$ cat config.mk
export PLATFORM = sky130hd
export DESIGN_NAME = spi_byte_slave
export DESIGN_NICKNAME = d
export VERILOG_FILES = /design/src/rtl/spi_slave_pkg.sv /design/src/rtl/spi_pin_sync.sv /design/src/rtl/spi_rx_engine.sv /design/src/rtl/spi_tx_path.sv /design/src/rtl/spi_byte_slave.sv
export SDC_FILE = /design/constraint.sdc
export NUM_CORES = 1
export LEC_CHECK = 0
export ABC_AREA = 1
export CORE_AREA = 2 2 66 68
export CTS_BUF_LIST = sky130_fd_sc_hd__clkbuf_8
export DETAILED_ROUTE_END_ITERATION = 6
export DIE_AREA = 0 0 68 70
export GPL_TIMING_DRIVEN = 0
export PLACE_DENSITY = 0.78
export SYNTH_ARGS = -nofsm -noshare
export SYNTH_HDL_FRONTEND = slang
export SYNTH_SLANG_ARGS = --single-unit
$ cat constraint.sdc
create_clock -name clk -period 2.59 [get_ports clk]
set_clock_uncertainty 0.1 [all_clocks]
set_input_delay 0.3885 -clock clk [delete_from_list [all_inputs] [get_ports clk]]
set_output_delay 0.3885 -clock clk [all_outputs]
set_load 0.02 [all_outputs]
$ cat src/rtl/spi_slave_pkg.sv
package spi_slave_pkg;

  // Select-mode encodings
  localparam logic [1:0] SEL_THREE_WIRE = 2'b00;
  localparam logic [1:0] SEL_FOUR_WIRE  = 2'b01;

  function automatic logic is_three_wire(input logic [1:0] mode);
    return mode == SEL_THREE_WIRE;
  endfunction

  function automatic logic edge_up(input logic cur, input logic prev);
    return cur & ~prev;
  endfunction

  function automatic logic edge_down(input logic cur, input logic prev);
    return ~cur & prev;
  endfunction

endpackage

$ cat src/rtl/spi_pin_sync.sv
module spi_pin_sync #(
  parameter int unsigned W      = 3,
  parameter int unsigned STAGES = 2,
  parameter logic [W-1:0] RST_VAL = '0
) (
  input  logic         clk,
  input  logic         rst_n,
  input  logic [W-1:0] din,
  output logic [W-1:0] dout
);
  logic [STAGES-1:0][W-1:0] stg;

  always_ff @(posedge clk or negedge rst_n) begin
    if (!rst_n) begin
      for (int s = 0; s < STAGES; s++) stg[s] <= RST_VAL;
    end else begin
      for (int s = STAGES - 1; s > 0; s--) stg[s] <= stg[s-1];
      stg[0] <= din;
    end
  end

  assign dout = stg[STAGES-1];
endmodule

$ cat src/rtl/spi_rx_engine.sv
module spi_rx_engine #(
  parameter int unsigned DATA_W = 8,
  parameter int unsigned CNT_W  = $clog2(DATA_W)
) (
  input  logic              clk,
  input  logic              rst_n,
  input  logic              active,
  input  logic              sck_rise,
  input  logic              mosi,
  input  logic              cnt_clr,
  input  logic              flag_clr,
  output logic [CNT_W-1:0]  bit_cnt,
  output logic              byte_end,
  output logic [DATA_W-1:0] rx_data,
  output logic              done_flag
);
  localparam logic [CNT_W-1:0] LAST_BIT = CNT_W'(DATA_W - 1);

  logic [DATA_W-1:0] rx_sr;
  logic              take_bit;

  function automatic logic [DATA_W-1:0] shift_in(input logic [DATA_W-1:0] cur,
                                                 input logic bit_in);
    return {cur[DATA_W-2:0], bit_in};
  endfunction

  assign take_bit = active & sck_rise & ~cnt_clr;
  assign byte_end = take_bit & (bit_cnt == LAST_BIT);

  always_ff @(posedge clk or negedge rst_n) begin
    if (!rst_n) begin
      bit_cnt <= '0;
      rx_sr   <= '0;
    end else if (cnt_clr) begin
      bit_cnt <= '0;
    end else if (take_bit) begin
      rx_sr   <= shift_in(rx_sr, mosi);
      bit_cnt <= byte_end ? '0 : bit_cnt + 1'b1;
    end
  end

  always_ff @(posedge clk or negedge rst_n) begin
    if (!rst_n) begin
      rx_data <= '0;
    end else if (byte_end) begin
      rx_data <= shift_in(rx_sr, mosi);
    end
  end

  always_ff @(posedge clk or negedge rst_n) begin
    if (!rst_n) begin
      done_flag <= 1'b0;
    end else if (byte_end) begin
      done_flag <= 1'b1;
    end else if (flag_clr) begin
      done_flag <= 1'b0;
    end
  end
endmodule

$ cat src/rtl/spi_tx_path.sv
module spi_tx_path #(
  parameter int unsigned DATA_W = 8,
  parameter int unsigned CNT_W  = $clog2(DATA_W)
) (
  input  logic              clk,
  input  logic              rst_n,
  input  logic              tx_wr,
  input  logic [DATA_W-1:0] tx_data,
  input  logic [CNT_W-1:0]  bit_cnt,
  input  logic              byte_end,
  input  logic              shift_fall,
  output logic              tx_bit,
  output logic              sr_full,
  output logic              hold_v
);
  logic [DATA_W-1:0] hold_q;
  logic [DATA_W-1:0] tx_sr;
  logic              idle_slot;
  logic              load_now;

  assign idle_slot = ~sr_full & (bit_cnt == '0);
  assign load_now  = hold_v & (byte_end | idle_slot);

  always_ff @(posedge clk or negedge rst_n) begin
    if (!rst_n) begin
      hold_q <= '0;
      hold_v <= 1'b0;
    end else begin
      if (tx_wr) hold_q <= tx_data;
      if (tx_wr)         hold_v <= 1'b1;
      else if (load_now) hold_v <= 1'b0;
    end
  end

  always_ff @(posedge clk or negedge rst_n) begin
    if (!rst_n) begin
      tx_sr   <= '1;
      sr_full <= 1'b0;
    end else if (load_now) begin
      tx_sr   <= hold_q;
      sr_full <= 1'b1;
    end else if (byte_end) begin
      tx_sr   <= '1;
      sr_full <= 1'b0;
    end else if (shift_fall) begin
      tx_sr <= {tx_sr[DATA_W-2:0], 1'b1};
    end
  end

  assign tx_bit = sr_full ? tx_sr[DATA_W-1] : 1'b1;
endmodule

$ cat src/rtl/spi_byte_slave.sv
module spi_byte_slave #(
  parameter int unsigned DATA_W    = 8,
  parameter int unsigned SYNC_DEPTH = 2
) (
  input  logic              clk,
  input  logic              rst_n,
  input  logic              enable,
  input  logic [1:0]        nss_mode,
  input  logic              sck_i,
  input  logic              mosi_i,
  input  logic              nss_i,
  output logic              miso_o,
  output logic              miso_oe_o,
  input  logic              tx_wr,
  input  logic [DATA_W-1:0] tx_data,
  input  logic              flag_clr,
  output logic [DATA_W-1:0] rx_data,
  output logic              done_flag
);
  import spi_slave_pkg::*;

  localparam int unsigned CNT_W = $clog2(DATA_W);

  logic [2:0]       pins_s;
  logic             sck_s, mosi_s, nss_s;
  logic             sck_prev, nss_prev;
  logic             sck_rise, sck_fall;
  logic             three_wire;
  logic             selected;
  logic             nss_fall;
  logic [CNT_W-1:0] bit_cnt;
  logic             byte_end;
  logic             shift_fall;
  logic             sr_full;
  logic             hold_v;
  logic             tx_bit;

  spi_pin_sync #(
    .W(3), .STAGES(SYNC_DEPTH), .RST_VAL(3'b100)
  ) i_sync (
    .clk (clk),
    .rst_n(rst_n),
    .din ({nss_i, mosi_i, sck_i}),
    .dout(pins_s)
  );

  assign {nss_s, mosi_s, sck_s} = pins_s;

  always_ff @(posedge clk or negedge rst_n) begin
    if (!rst_n) begin
      sck_prev <= 1'b0;
      nss_prev <= 1'b1;
    end else begin
      sck_prev <= sck_s;
      nss_prev <= nss_s;
    end
  end

  assign sck_rise   = edge_up(sck_s, sck_prev);
  assign sck_fall   = edge_down(sck_s, sck_prev);
  assign three_wire = is_three_wire(nss_mode);
  assign selected   = enable & (three_wire | ~nss_s);
  assign nss_fall   = enable & ~three_wire & edge_down(nss_s, nss_prev);

  spi_rx_engine #(.DATA_W(DATA_W), .CNT_W(CNT_W)) i_rx (
    .clk      (clk),
    .rst_n    (rst_n),
    .active   (selected),
    .sck_rise (sck_rise),
    .mosi     (mosi_s),
    .cnt_clr  (nss_fall),
    .flag_clr (flag_clr),
    .bit_cnt  (bit_cnt),
    .byte_end (byte_end),
    .rx_data  (rx_data),
    .done_flag(done_flag)
  );

  assign shift_fall = selected & sck_fall & (bit_cnt != '0) & ~nss_fall;

  spi_tx_path #(.DATA_W(DATA_W), .CNT_W(CNT_W)) i_tx (
    .clk       (clk),
    .rst_n     (rst_n),
    .tx_wr     (tx_wr),
    .tx_data   (tx_data),
    .bit_cnt   (bit_cnt),
    .byte_end  (byte_end),
    .shift_fall(shift_fall),
    .tx_bit    (tx_bit),
    .sr_full   (sr_full),
    .hold_v    (hold_v)
  );

  assign miso_o    = tx_bit;
  assign miso_oe_o = selected;
endmodule

# Yosys cells after proc, flatten, opt, wreduce, memory -nomap -nowiden
# Index checks and enable logic that the tools add are counted.
classes:
  n_addsub: 1
  n_eq_ne: 1
  muxes: 13
  n_bitwise: 22
  n_reduce_logical: 9
ops:
  columns: ["cell", "count"]
  rows:
  - ["8-bit 2-to-1 mux", 3]
  - ["1-bit AND", 14]
  - ["3-bit 2-to-1 mux", 3]
  - ["2-bit nonzero test", 4]
  - ["1-bit 2-to-1 mux", 7]
  - ["1-bit inverter", 6]
  - ["3-bit nonzero test", 2]
  - ["3-bit by 1-bit adder with 3-bit output (second input constant)", 1]
  - ["3-bit == test (second input constant)", 1]
  - ["3-bit logical NOT", 1]
  - ["2-bit logical NOT", 1]
  - ["1-bit OR", 2]
  - ["2-bit AND reduction", 1]
totals:
  register_bits: 45
  input_bits: 18
  output_inout_bits: 11
  elab_cells: 58

# Longest topological paths before layout
depth:
  ltp_word: 11
  ltp_mapped: 12
  ltp_nobuf: 12

# Cells and area by module
# From an unflattened synthesis, not the netlist that was laid out.
unflattened:
  cells_unflattened: 227
  hier_area_um2: 1989.4
modules_own_cells:
  columns: ["module", "instances", "cells_per_inst", "area_each_um2"]
  rows:
  - ["spi_tx_path", 1, 111, 877.1]
  - ["spi_rx_engine", 1, 87, 799.5]
  - ["spi_pin_sync", 1, 9, 175.2]
  - ["spi_byte_slave", 1, 20, 137.6]

# Least setup slack after synthesis
# No wires, ideal clock.
synth_timing:
  path_kind: "reg-to-reg"
  from: "register i_rx.bit_cnt[0]"
  to: "register i_tx.tx_sr[1]"
  setup_ns: 0.067
  arrival_ns: 1.296
  setup_slack_ns: 1.127
  path_stages_with_launch: 9
  path_buffers: 0
  cell_sequence: "dfrtp_1 inv_1 ha_1 inv_1 nor2_1 nand2_1 o211ai_2 nor2_1 nor2_1"
synth_via:
  elab_chain_cells: 5
  word_cells_on_any_way: 12
  classes_between: "eq/ne: 1; mux: 2; bitwise: 6; reduce/logical: 3"
synth_lines:
  columns: ["element", "line_no", "text"]
  rows:
  - ["from (decl)", "spi_rx_engine.sv:12", "output logic [CNT_W-1:0] bit_cnt,"]
  - ["from (signal assigned)", "spi_rx_engine.sv:38", "bit_cnt <= byte_end ? '0 : bit_cnt + 1'b1;"]
  - ["3-bit == test or 3-bit logical NOT (tied branches)", "spi_rx_engine.sv:28, spi_tx_path.sv:21", null]
  - ["1-bit AND, on equally long branches", "spi_rx_engine.sv:28, spi_tx_path.sv:21", null]
  - ["1-bit OR", "spi_tx_path.sv:22", "assign load_now = hold_v & (byte_end | idle_slot);"]
  - ["1-bit AND", "spi_tx_path.sv:22", null]
  - ["3-bit nonzero test (no line) or 8-bit 2-to-1 mux (tied branches)", null, null]
  - ["to (signal assigned)", "spi_tx_path.sv:40", "tx_sr <= hold_q;"]
  - ["to (signal assigned)", "spi_tx_path.sv:46", "tx_sr <= {tx_sr[DATA_W-2:0], 1'b1};"]
  - ["to (decl)", "spi_tx_path.sv:17", "logic [DATA_W-1:0] tx_sr;"]
# Several ways; a longest one is shown, not always the timed one.
# A chain may end at the register's enable or synchronous reset.

# Worst setup path in the final report
layout_timing:
  from: "input nss_mode[1]"
  to: "output miso_oe_o"
layout_via:
  elab_chain_cells: 3
layout_lines:
  columns: ["element", "line_no", "text"]
  rows:
  - ["from (decl)", "spi_byte_slave.sv:8", "input logic [1:0] nss_mode,"]
  - ["2-bit logical NOT", "spi_slave_pkg.sv:8", "return mode == SEL_THREE_WIRE;"]
  - ["1-bit OR", "spi_byte_slave.sv:62", "assign selected = enable & (three_wire | ~nss_s);"]
  - ["1-bit AND", "spi_byte_slave.sv:62", null]
  - ["to (decl)", "spi_byte_slave.sv:13", "output logic miso_oe_o,"]
# Every way passes these cells.

==> flow_summary.json <==
{
  "status": "completed",
  "hold_viol_final": 0,
  "fp.dieH_um": 70,
  "ys_ff_latch": 45,
  "diodes": 0,
  "multi_input_area_um2": 651,
  "post-route-min-period_ns": 2.23,
  "cp_data_required_time_ns": 2.10,
  "grt_use_total_pct": 18.2,
  "yosysSeqAreaShare_pct": 58.7,
  "synth_area_per_cell_um2": 9.20,
  "routed.top_layer": "met4",
  "final_common_cell": "nand2_1",
  "fp.dieW_um": 68,
  "ys_warn_count": 0,
  "dp_hpwl_um": 2620,
  "setup_tns_ns": 0,
  "cap_violations": 0,
  "ys_top_cells_by_area": "dfrtp_1, dfstp_2, nand2_1, o21ai_0, inv_1",
  "cts_tree": "yes",
  "cts_setup_buffers": 0,
  "vdd_ir_drop_max_mv": 0.681,
  "grt_max_degree": 34,
  "layout_common_cells": "nand2_1, dfrtp_1, inv_1, clkdlybuf4s50_1, o21ai_0",
  "cts_buffer_depth": 2,
  "ys_types": 21,
  "core_area_um2": 4140,
  "overflow": 0,
  "synth_nets": 232,
  "synth_largest_area_cell": "dfrtp_1",
  "relSlewSlack_pct": 73.4,
  "arrival_ns": 1.75,
  "port-buffer-count": 28,
  "ff2ff_setup_slack_ns": 0.84,
  "numCtsBuffers": 5,
  "drc": 0,
  "area.growth.synth_to_final_pct": 25.1,
  "grt_pass1_vias": 1503,
  "cts-hold-fix-buffers": 1,
  "post_cts_resized": 0,
  "viasPerCell": 4.76,
  "drt-pass1-iter-count": 4,
  "ios": 29,
  "antenna_left": 0,
  "syn_inst": 211,
  "power_uw": 1800,
  "p_leak_uw": 0.00120,
  "utilization_pct": 58.6,
  "worst_slew_pin_slew_ns": 0.400,
  "regArea_um2": 1140,
  "row_count": 24,
  "start_kind": "input port",
  "final-setup-viol-count": 0,
  "drt_wl_total_um": 3570,
  "power_density_nw_per_um2": 743,
  "hold_class": "flip-flop to flip-flop",
  "drive_gt1_share_pct": 14.1,
  "met2_length_um": 1770,
  "rsz0062_at_grt": "false",
  "fin_nets": 269,
  "avgRoutedWirePerCell_um": 11.9,
  "antenna_found_initial": 0,
  "cp_max_fo": 6,
  "drt_iter0_markers": 40,
  "cts_sinks": 45,
  "cts_root_buf": "clkbuf_8",
  "synth_top_area_share_pct": 43.8,
  "fmax_mhz": 448,
  "vias": 1433,
  "worst_hold_slack_ns": 0.259,
  "cts.reportedPaths.clkPinSlew_ns": 0.08,
  "dr_wl_met3_um": 148,
  "drv_slew": 0,
  "cts-htree-levels": 2,
  "clk_latency_ns": 0.30,
  "crit_path_end_kind": "output pin",
  "die-area_um2": 4760,
  "wl_met1_um": 1550,
  "fin_crit_sh_pct": 86.3,
  "place_congestion": 0.760,
  "fill_cells": 351,
  "netlist_area_um2": 1940,
  "grt_pass1_wl_um": 6490,
  "worst-setup-path-type": "input port to output pin",
  "initial_core_util_pct": 46.8
}
sequential cells by signal, summed over array words and instances (netlist names):
register	count
nss_prev	1
i_tx.sr_full	1
i_tx.hold_v	1
i_rx.rx_sr	7
i_rx.done_flag	1
sck_prev	1
i_sync.stg	3
i_tx.tx_sr	8
i_tx.hold_q	8
i_sync.dout	3
i_rx.bit_cnt	3
i_rx.rx_data	8
layer usage:
metal	global-route usage, %	vias to the layer above
li1	-	733
met1	23.3	655
met2	27.7	31
met3	3.86	14
met4	11.1	0
met5	0	-
kinds of logic (layout without fill, tap and decap cells):
logic type                 after synthesis  count (layout)  synth area share (%)
adders and majority gates                3               3                  1.93
and+or+nand+nor                         96              96                  22.5
DFF                                     45              45                  58.7
buffers and inverters                   37              75                  7.74
AOI/OAI and AO/OA                       30              30                  9.09
metrics by stage:
step	std cells	instance area (um^2)	setup WS (ns)
2_1_floorplan	211	1940	1.13
3_3_place_gp	291	2290	-0.101
3_5_place_dp	292	2300	0.348
4_1_cts	301	2430	0.344
5_1_grt	301	2430	0.282
6_report	301	2430	0.356
area by class of cell:
| cell class | count | area share, % |
|---|---|---|
| buffer | 5 | 1.24 |
| clock buffer | 5 | 2.84 |
| clock inverter | 3 | 1.96 |
| inverter | 32 | 4.95 |
| multi-input combinational | 129 | 26.8 |
| sequential | 45 | 47.0 |
| tap | 52 | 2.68 |
| timing repair buffer | 30 | 12.6 |
worst max-delay path, cell delays in order:
cell and delay (ns):
clkdlybuf4s50_1 0.44, nor2_4 0.14, nand2_2 0.07, nand2_4 0.09
clkdlybuf4s50_1 0.61
where the power goes:
| part | internal, uW | leakage, uW | switching, uW |
|---|---|---|---|
| clock network | 294 | 0.0000591 | 250 |
| logic | 139 | 0.000593 | 194 |
| registers | 868 | 0.000546 | 58.6 |
path summary, 6_finish.rpt:
check	start	to	cells past startpoint
worst min register to register	i_sync.stg[1]	i_sync.dout[1]	0
worst max-delay path	nss_mode[1]	miso_oe_o	5
worst min-delay path	i_sync.stg[1]	i_sync.dout[1]	0
max in group asynchronous	rst_n	i_tx.tx_sr[5]	3
worst max register to register	i_rx.bit_cnt[0]	i_tx.tx_sr[4]	8
min in group asynchronous	rst_n	i_rx.rx_data[0]	2
cells in the mapped netlist (all sizes together):
cell type  number
inv            32
buf             4
clkbuf          1
o211ai          1
dfrtp          34
nor3            1
o2111ai         5
or2             1
nand2          59
o21ai          24
nand3          14
nor2           20
dfstp          11
nand4           1
ha              3
Power figures use the tool's default switching activity.
